==> config.mk <==
export PLATFORM = sky130hd
export DESIGN_NAME = countdownAlarm
export DESIGN_NICKNAME = d
export VERILOG_FILES = /design/src/rtl/cdal_pkg.sv /design/src/rtl/cdalDigit.sv /design/src/rtl/cdalCtrl.sv /design/src/rtl/cdalDatapath.sv /design/src/rtl/countdownAlarm.sv
export SDC_FILE = /design/constraint.sdc
export NUM_CORES = 1
export LEC_CHECK = 0
export CAP_MARGIN = 20
export CORE_MARGIN = 1.5
export CORE_UTILIZATION = 61
export CTS_BUF_LIST = sky130_fd_sc_hd__clkbuf_8
export DETAILED_ROUTE_END_ITERATION = 10
export PLACE_DENSITY = 0.95
export SLEW_MARGIN = 10
export SYNTH_ARGS = -nofsm -noshare
export SYNTH_HDL_FRONTEND = slang
export SYNTH_HIERARCHICAL = 1
export SYNTH_SLANG_ARGS = --single-unit
==> constraint.sdc <==
create_clock -name clk -period 4.83 [get_ports clk]
set_input_delay 0.966 -clock clk [delete_from_list [all_inputs] [get_ports clk]]
set_output_delay 0.966 -clock clk [all_outputs]
set_load 0.01 [all_outputs]
==> src/rtl/cdal_pkg.sv <==
package cdal_pkg;
  localparam int DIG_W   = 4;
  localparam int N_TDIG  = 6;
  localparam int N_ADIG  = 4;

  typedef enum logic [1:0] {FLD_SEC = 2'd0, FLD_MIN = 2'd1, FLD_HR = 2'd2} field_e;

  typedef struct packed {
    logic   decTmr;
    logic   incTmr;
    logic   incAlm;
    field_e field;
    logic   clrReq;
  } strobe_t;

  // Limit of timer digit i, index 0 = seconds units, 5 = hours tens
  function automatic int digitLimit(input int i);
    case (i)
      1, 3:    return 5;
      5:       return 2;
      default: return 9;
    endcase
  endfunction
endpackage

==> src/rtl/cdalDigit.sv <==
module cdalDigit #(
  parameter int W    = 4,
  parameter int MAXV = 9
) (
  input  logic         clk,
  input  logic         rstN,
  input  logic         dn,
  input  logic         up,
  input  logic         wrapZero,
  output logic [W-1:0] val,
  output logic         atZero,
  output logic         atMax
);
  localparam logic [W-1:0] LIM = W'(MAXV);

  assign atZero = (val == '0);
  assign atMax  = (val == LIM);

  always_ff @(posedge clk) begin
    if (!rstN)         val <= '0;
    else if (wrapZero) val <= '0;
    else if (dn)       val <= atZero ? LIM : val - W'(1);
    else if (up)       val <= atMax ? '0 : val + W'(1);
  end
endmodule

==> src/rtl/cdalCtrl.sv <==
module cdalCtrl
  import cdal_pkg::*;
(
  input  logic    clk,
  input  logic    rstN,
  input  logic    tickEn,
  input  logic    btnSel,
  input  logic    btnInc,
  input  logic    btnRun,
  input  logic    btnClear,
  input  logic    editAlarm,
  input  logic    tmrZero,
  input  logic    tmrOne,
  output strobe_t strobe,
  output logic    timerReq
);
  logic   running;
  field_e fieldSel;
  logic   decNow;

  assign decNow = tickEn && running;

  always_comb begin
    strobe.decTmr = decNow;
    strobe.incTmr = btnInc && !editAlarm && !running;
    strobe.incAlm = btnInc && editAlarm;
    strobe.field  = fieldSel;
    strobe.clrReq = btnClear;
  end

  always_ff @(posedge clk) begin
    if (!rstN) begin
      running  <= 1'b0;
      fieldSel <= FLD_SEC;
      timerReq <= 1'b0;
    end else begin
      if (btnRun)                running <= running ? 1'b0 : !tmrZero;
      else if (decNow && tmrOne) running <= 1'b0;

      if (btnSel) begin
        case (fieldSel)
          FLD_SEC: fieldSel <= FLD_MIN;
          FLD_MIN: fieldSel <= FLD_HR;
          default: fieldSel <= FLD_SEC;
        endcase
      end

      if (btnClear)              timerReq <= 1'b0;
      else if (decNow && tmrOne) timerReq <= 1'b1;
    end
  end
endmodule

==> src/rtl/cdalDatapath.sv <==
module cdalDatapath
  import cdal_pkg::*;
(
  input  logic       clk,
  input  logic       rstN,
  input  strobe_t    strobe,
  input  logic       alarmEn,
  input  logic [7:0] curHours,
  input  logic [7:0] curMins,
  input  logic [7:0] curSecs,
  output logic [7:0] tmrHours,
  output logic [7:0] tmrMins,
  output logic [7:0] tmrSecs,
  output logic       tmrZero,
  output logic       tmrOne,
  output logic       alarmReq
);
  logic [DIG_W-1:0] tDig [N_TDIG];
  logic [N_TDIG-1:0] tZero, tMax, tDn, tUp;
  logic [DIG_W-1:0] aDig [N_ADIG];
  logic [N_ADIG-1:0] aZero, aMax, aUp;
  logic tHrWrap, aHrWrap, match, matchQ;

  assign tHrWrap = strobe.incTmr && strobe.field == FLD_HR && {tDig[5], tDig[4]} == 8'h23;
  assign aHrWrap = strobe.incAlm && strobe.field == FLD_HR && {aDig[3], aDig[2]} == 8'h23;

  for (genvar i = 0; i < N_TDIG; i++) begin : g_tmr
    if (i == 0) begin : g_lsd
      assign tDn[i] = strobe.decTmr;
    end else begin : g_upper
      assign tDn[i] = tDn[i-1] && tZero[i-1];
    end
    if (i % 2 == 0) begin : g_units
      assign tUp[i] = strobe.incTmr && (int'(strobe.field) == i / 2);
    end else begin : g_tens
      assign tUp[i] = tUp[i-1] && tMax[i-1];
    end
    cdalDigit #(.W(DIG_W), .MAXV(digitLimit(i))) u_dig (
      .clk(clk), .rstN(rstN), .dn(tDn[i]), .up(tUp[i]),
      .wrapZero(i >= 4 ? tHrWrap : 1'b0),
      .val(tDig[i]), .atZero(tZero[i]), .atMax(tMax[i])
    );
  end

  for (genvar j = 0; j < N_ADIG; j++) begin : g_alm
    if (j % 2 == 0) begin : g_units
      assign aUp[j] = strobe.incAlm && (int'(strobe.field) == j / 2 + 1);
    end else begin : g_tens
      assign aUp[j] = aUp[j-1] && aMax[j-1];
    end
    cdalDigit #(.W(DIG_W), .MAXV(digitLimit(j + 2))) u_dig (
      .clk(clk), .rstN(rstN), .dn(1'b0), .up(aUp[j]),
      .wrapZero(j >= 2 ? aHrWrap : 1'b0),
      .val(aDig[j]), .atZero(aZero[j]), .atMax(aMax[j])
    );
  end

  assign tmrSecs  = {tDig[1], tDig[0]};
  assign tmrMins  = {tDig[3], tDig[2]};
  assign tmrHours = {tDig[5], tDig[4]};
  assign tmrZero  = &tZero;
  assign tmrOne   = (&tZero[5:1]) && tDig[0] == DIG_W'(1);

  assign match = alarmEn && curSecs == 8'h00 &&
                 curHours == {aDig[3], aDig[2]} && curMins == {aDig[1], aDig[0]};

  always_ff @(posedge clk) begin
    if (!rstN) begin
      matchQ   <= 1'b0;
      alarmReq <= 1'b0;
    end else begin
      matchQ <= match;
      if (strobe.clrReq)          alarmReq <= 1'b0;
      else if (match && !matchQ)  alarmReq <= 1'b1;
    end
  end
endmodule

==> src/rtl/countdownAlarm.sv <==
module countdownAlarm
  import cdal_pkg::*;
(
  input  logic       clk,
  input  logic       rstN,
  input  logic       tickEn,
  input  logic [7:0] curHours,
  input  logic [7:0] curMins,
  input  logic [7:0] curSecs,
  input  logic       btnSel,
  input  logic       btnInc,
  input  logic       btnRun,
  input  logic       btnClear,
  input  logic       editAlarm,
  input  logic       alarmEn,
  output logic [7:0] tmrHours,
  output logic [7:0] tmrMins,
  output logic [7:0] tmrSecs,
  output logic       buzzer
);
  strobe_t strobe;
  logic tmrZero, tmrOne, timerReq, alarmReq;

  cdalCtrl u_ctrl (
    .clk(clk), .rstN(rstN), .tickEn(tickEn), .btnSel(btnSel), .btnInc(btnInc),
    .btnRun(btnRun), .btnClear(btnClear), .editAlarm(editAlarm),
    .tmrZero(tmrZero), .tmrOne(tmrOne), .strobe(strobe), .timerReq(timerReq)
  );

  cdalDatapath u_dp (
    .clk(clk), .rstN(rstN), .strobe(strobe), .alarmEn(alarmEn),
    .curHours(curHours), .curMins(curMins), .curSecs(curSecs),
    .tmrHours(tmrHours), .tmrMins(tmrMins), .tmrSecs(tmrSecs),
    .tmrZero(tmrZero), .tmrOne(tmrOne), .alarmReq(alarmReq)
  );

  assign buzzer = timerReq | alarmReq;
endmodule

Yosys cells after proc, flatten, opt, wreduce, memory -nomap -nowiden
Index checks and enable logic that the tools add are counted.
{"block": "word_totals", "ff_bits": 46}
{"block": "classes", "mux": 32, "bitwise": 2, "n_addsub": 16, "n_eq_ne": 19, "n_reduce_logical": 54}
{"op": "4-bit two-way mux", "count": 28}
{"op": "4-bit by 1-bit adder with 4-bit output (second input constant)", "count": 10}
{"op": "1-bit logical AND", "count": 29}
{"op": "4-bit logical NOT", "count": 6}
{"op": "4-bit by 1-bit subtractor with 4-bit output (second input constant)", "count": 6}
{"op": "4-bit equality test (second input constant)", "count": 5}
{"op": "8-bit by 6-bit equality test with 1-bit output (second input constant)", "count": 2}
{"op": "8-bit equality test", "count": 2}
{"op": "2-bit nonzero test", "count": 7}
{"op": "4-bit by 3-bit equality test with 1-bit output (second input constant)", "count": 3}
{"op": "4-bit by 2-bit equality test with 1-bit output (second input constant)", "count": 2}
{"op": "8-bit logical NOT", "count": 1}
{"op": "2-bit equality test (second input constant)", "count": 3}
{"op": "6-bit AND reduction", "count": 1}
{"op": "2-bit OR reduction", "count": 3}
{"op": "5-bit AND reduction", "count": 1}
{"op": "4-bit by 1-bit equality test with 1-bit output (second input constant)", "count": 1}
{"op": "1-bit logical NOT", "count": 4}
{"op": "2-bit logical NOT", "count": 2}
{"op": "2-bit one-hot mux with 2 select lines", "count": 1}
{"op": "1-bit two-way mux", "count": 3}
{"op": "2-bit by 1-bit equality test with 1-bit output (second input constant)", "count": 1}
{"op": "1-bit NOT", "count": 1}
{"op": "1-bit bitwise OR", "count": 1}

Longest topological paths before layout
{"block": "depth", "ltp_word": 7, "depth_mapped": 9, "ltp_nobuf": 9}

By module
The synthesis kept the hierarchy.
{"module": "cdalDigit (u_dp.g_alm[0].u_dig ...)", "instances": 5, "cells_per_inst": 36, "area_per_inst_um2": 322.8, "seq_area_each_um2": 80.1}
{"module": "cdalDigit (u_dp.g_alm[1].u_dig ...)", "instances": 3, "cells_per_inst": 37, "area_per_inst_um2": 315.3, "seq_area_each_um2": 80.1}
{"module": "cdalDigit (u_dp.g_alm[3].u_dig ...)", "instances": 2, "cells_per_inst": 38, "area_per_inst_um2": 332.8, "seq_area_each_um2": 80.1}
{"module": "cdalDatapath", "instances": 1, "cells_per_inst": 70, "area_per_inst_um2": 481.7, "seq_area_each_um2": 40.0}
{"module": "cdalCtrl", "instances": 1, "cells_per_inst": 21, "area_per_inst_um2": 203.9, "seq_area_each_um2": 80.1}
{"module": "countdownAlarm", "instances": 1, "cells_per_inst": 1, "area_per_inst_um2": 6.3, "seq_area_each_um2": 0.0}

Least setup slack after synthesis
OpenSTA, ideal clock, no wires.
{"block": "synth_timing", "path_type": "in2reg", "startpoint": "input port tickEn", "endpoint": "register u_dp.g_tmr[5].u_dig.val[3]", "path_stages": 8, "slack_ns": 1.893, "t_required_ns": 4.742, "setup_time_ns": 0.088, "t_arrival_ns": 2.849, "cell_sequence": "and2_4 > buf_4 > and2_1 > and3_1 > and3_1 > or4b_1 > o22a_1 > o32ai_2"}
{"item": "start, declared", "line": "countdownAlarm.sv:6", "rtl": "input logic tickEn,"}
{"item": "end signal, assigned", "line": "cdalDigit.sv:22", "rtl": "else if (dn) val <= atZero ? LIM : val - W'(1);"}
{"item": "end signal, assigned", "line": "cdalDigit.sv:23", "rtl": "else if (up) val <= atMax ? '0 : val + W'(1);"}
{"item": "end, declared", "line": "cdalDigit.sv:10", "rtl": "output logic [W-1:0] val,"}

==> run_results.csv <==
group,metric,value,unit
cells_and_area,layout-drive-gt1-share,0.07576,
clocking,cts_sinks,46,
clocking,numCtsBuffers,5,
sta,post-route-period-util,0.6945,
clocking,holdBufCountCts,0,
cells_and_area,diodes,0,
floorplanning,ios,58,
route,ant_nets,0,
global_route,grt_max_degree,20,
setup_path,crit_slowest_cell,"or4b_1",
setup_path,start_kind,"input pin",
cells_and_area,multi_input_comb_area,2754,µm²
floorplanning,die-area,6854,µm²
placement,port_buffers,57,
sta,finalSetupViolCount,0,
global_route,grt_pass1_vias,3290,
route,vias,3564,
route,wire_per_inst,14.56,µm
power,pwr_density_cell,208.4,nW/µm²
clocking,clkTransAtPathRegs,0.09,ns
outcome,outcome,"finished clean",
floorplanning,num_rows,28,
setup_path,r2r_slack,1.86,ns
yosys,syn_area_per_cell,8.573,µm²
sta,hold_viol,0,
clocking,cts_tree,"yes",
setup_path,required,5.06,ns
setup_path,cp_data_arrival_time,3.59,ns
route,wirelength,8.782,mm
cells_and_area,layout_common_cells,"clkdlybuf4s50_1, dfxtp_1, conb_1",
setup_path,critPathBufInv,1,
global_route,grt_util_all_layers,0.2652,
global_route,grt_pass1_wl,14.17,mm
power,ir_drop,0.1449,mV
cells_and_area,final_common_cell,"clkdlybuf4s50_1",
cells_and_area,seqCellArea,920.9,µm²
power,p_leak,1.719,nW
setup_path,cp_common_cell,"and3_1",
yosys,synth_cells,453,
clocking,cts_setup_buffers,0,
yosys,synth_area,3884,µm²
cells_and_area,fillers,445,
global_route,overflow,0,
placement,gp_congestion,0.8593,
yosys,yosysWarnings,6,
route,via_per_inst,5.910,
setup_path,critical-path-top-delay-family,"simple AND/OR/NAND/NOR gates",
floorplanning,die_w,82.79,µm
setup_path,cp-end-kind,"register",
worst_hold_path,hp-class,"reg -> reg",
sta,worst_slew_pin_slew,0.7535,ns
clocking,cts_max_level,2,
sta,finalCriticalPeriod,3.354,ns
route,drc,0,
sta,slew_headroom,0.4961,
route,dr.pass1.iters,5,
sta,rsz0062_at_grt,"false",
sta,fin_skew,0.006729,ns
sta,fmax,0.2981,GHz
route,initialDrtViolationCount,222,
setup_path,cp_max_fo,11,
clocking,ctsResizeCount,0,
setup_path,slowest_delay,0.50,ns
floorplanning,core_area,6026,µm²
sta,slew_violations,0,
floorplanning,die_h,82.79,µm
placement,post-dp-hpwl,6.498,mm
sta,timing.hold.ws,0.5019,ns
setup_path,path_class,"in -> reg",
run,cap_viol_max_count,0,
clocking,cts_buffer_depth,2,
floorplanning,initial_core_util,0.6445,
global_route,antenna_found_initial,0,
sta,setup_tns,0,ns
clocking,cts-root-buf,"clkbuf_8",
setup_path,cp_cell_sequence,"clkdlybuf4s50_1 > and2_4 > and2_1 > and3_1 > and3_1 > or4b_1 > o22a_1 > o32ai_2",
clocking,worstSkewPairLatency,0.31,ns
cells_and_area,area_delta_synth_final,16.98,%
cells_and_area,nets,570,
worst reg2reg max path: stages, from the launching register on:
cell	delay (ns)
dfxtp_1	0.41
nor4_1	0.48
and2_1	0.34
and3_1	0.40
and3_1	0.36
or4b_1	0.50
o22a_1	0.22
o32ai_2	0.18
sequential cells by signal, summed over array words and instances, names as in the netlist:
register	flops
u_dp/g_tmr.u_dig/val	24
u_dp/g_alm.u_dig/val	16
u_ctrl/fieldSel	2
u_ctrl/running	1
u_ctrl/timerReq	1
u_dp/alarmReq	1
u_dp/matchQ	1
metal layers:
layer | up-vias | routed length (µm) | global-route usage
met2 | 116 | 4465 | 0.4764
met3 | 19 | 406 | 0.03388
met5 | - | 0 | 0
met4 | 0 | 195 | 0.1350
met1 | 1672 | 3715 | 0.3065
li1 | 1757 | - | -
through the flow:
stage	cell area (µm²)	power [W]	setup WS, ns	instances	utilization
floorplan	4019	0.0006306	1.893	489	-
global placement	4452	0.0006884	1.320	595	0.7388
detailed placement	4452	0.0007007	1.184	595	0.7388
CTS	4543	0.0009455	1.506	603	0.7539
global route	4543	0.0009940	1.345	603	0.7539
finish	4543	0.0009467	1.476	603	0.7539
path summary, 6_finish.rpt:
kind                              startpoint                         end  cells past startpoint
setup / recovery                      tickEn  u_dp/g_tmr[5].u_dig/val[3]                      8
hold / removal                 u_dp/alarmReq               u_dp/alarmReq                      2
setup reg to reg  u_dp/g_tmr[0].u_dig/val[0]  u_dp/g_tmr[5].u_dig/val[3]                      7
hold reg to reg                u_dp/alarmReq               u_dp/alarmReq                      2
final cells by class:
class                   instances  area share
clock inverters                 2    0.001928
well taps                      75     0.02066
repair buffers                 57      0.1256
inverters                      30     0.02479
clock buffers                   6     0.01818
flip-flops and latches         46      0.2027
multi-input cells             387      0.6062
power breakdown:
group | switching [W] | internal (W)
clock | 0.000134 | 0.000114
sequential | 0.0000470 | 0.000399
combinational | 0.000118 | 0.000135
(Power assumes the default switching activity.)
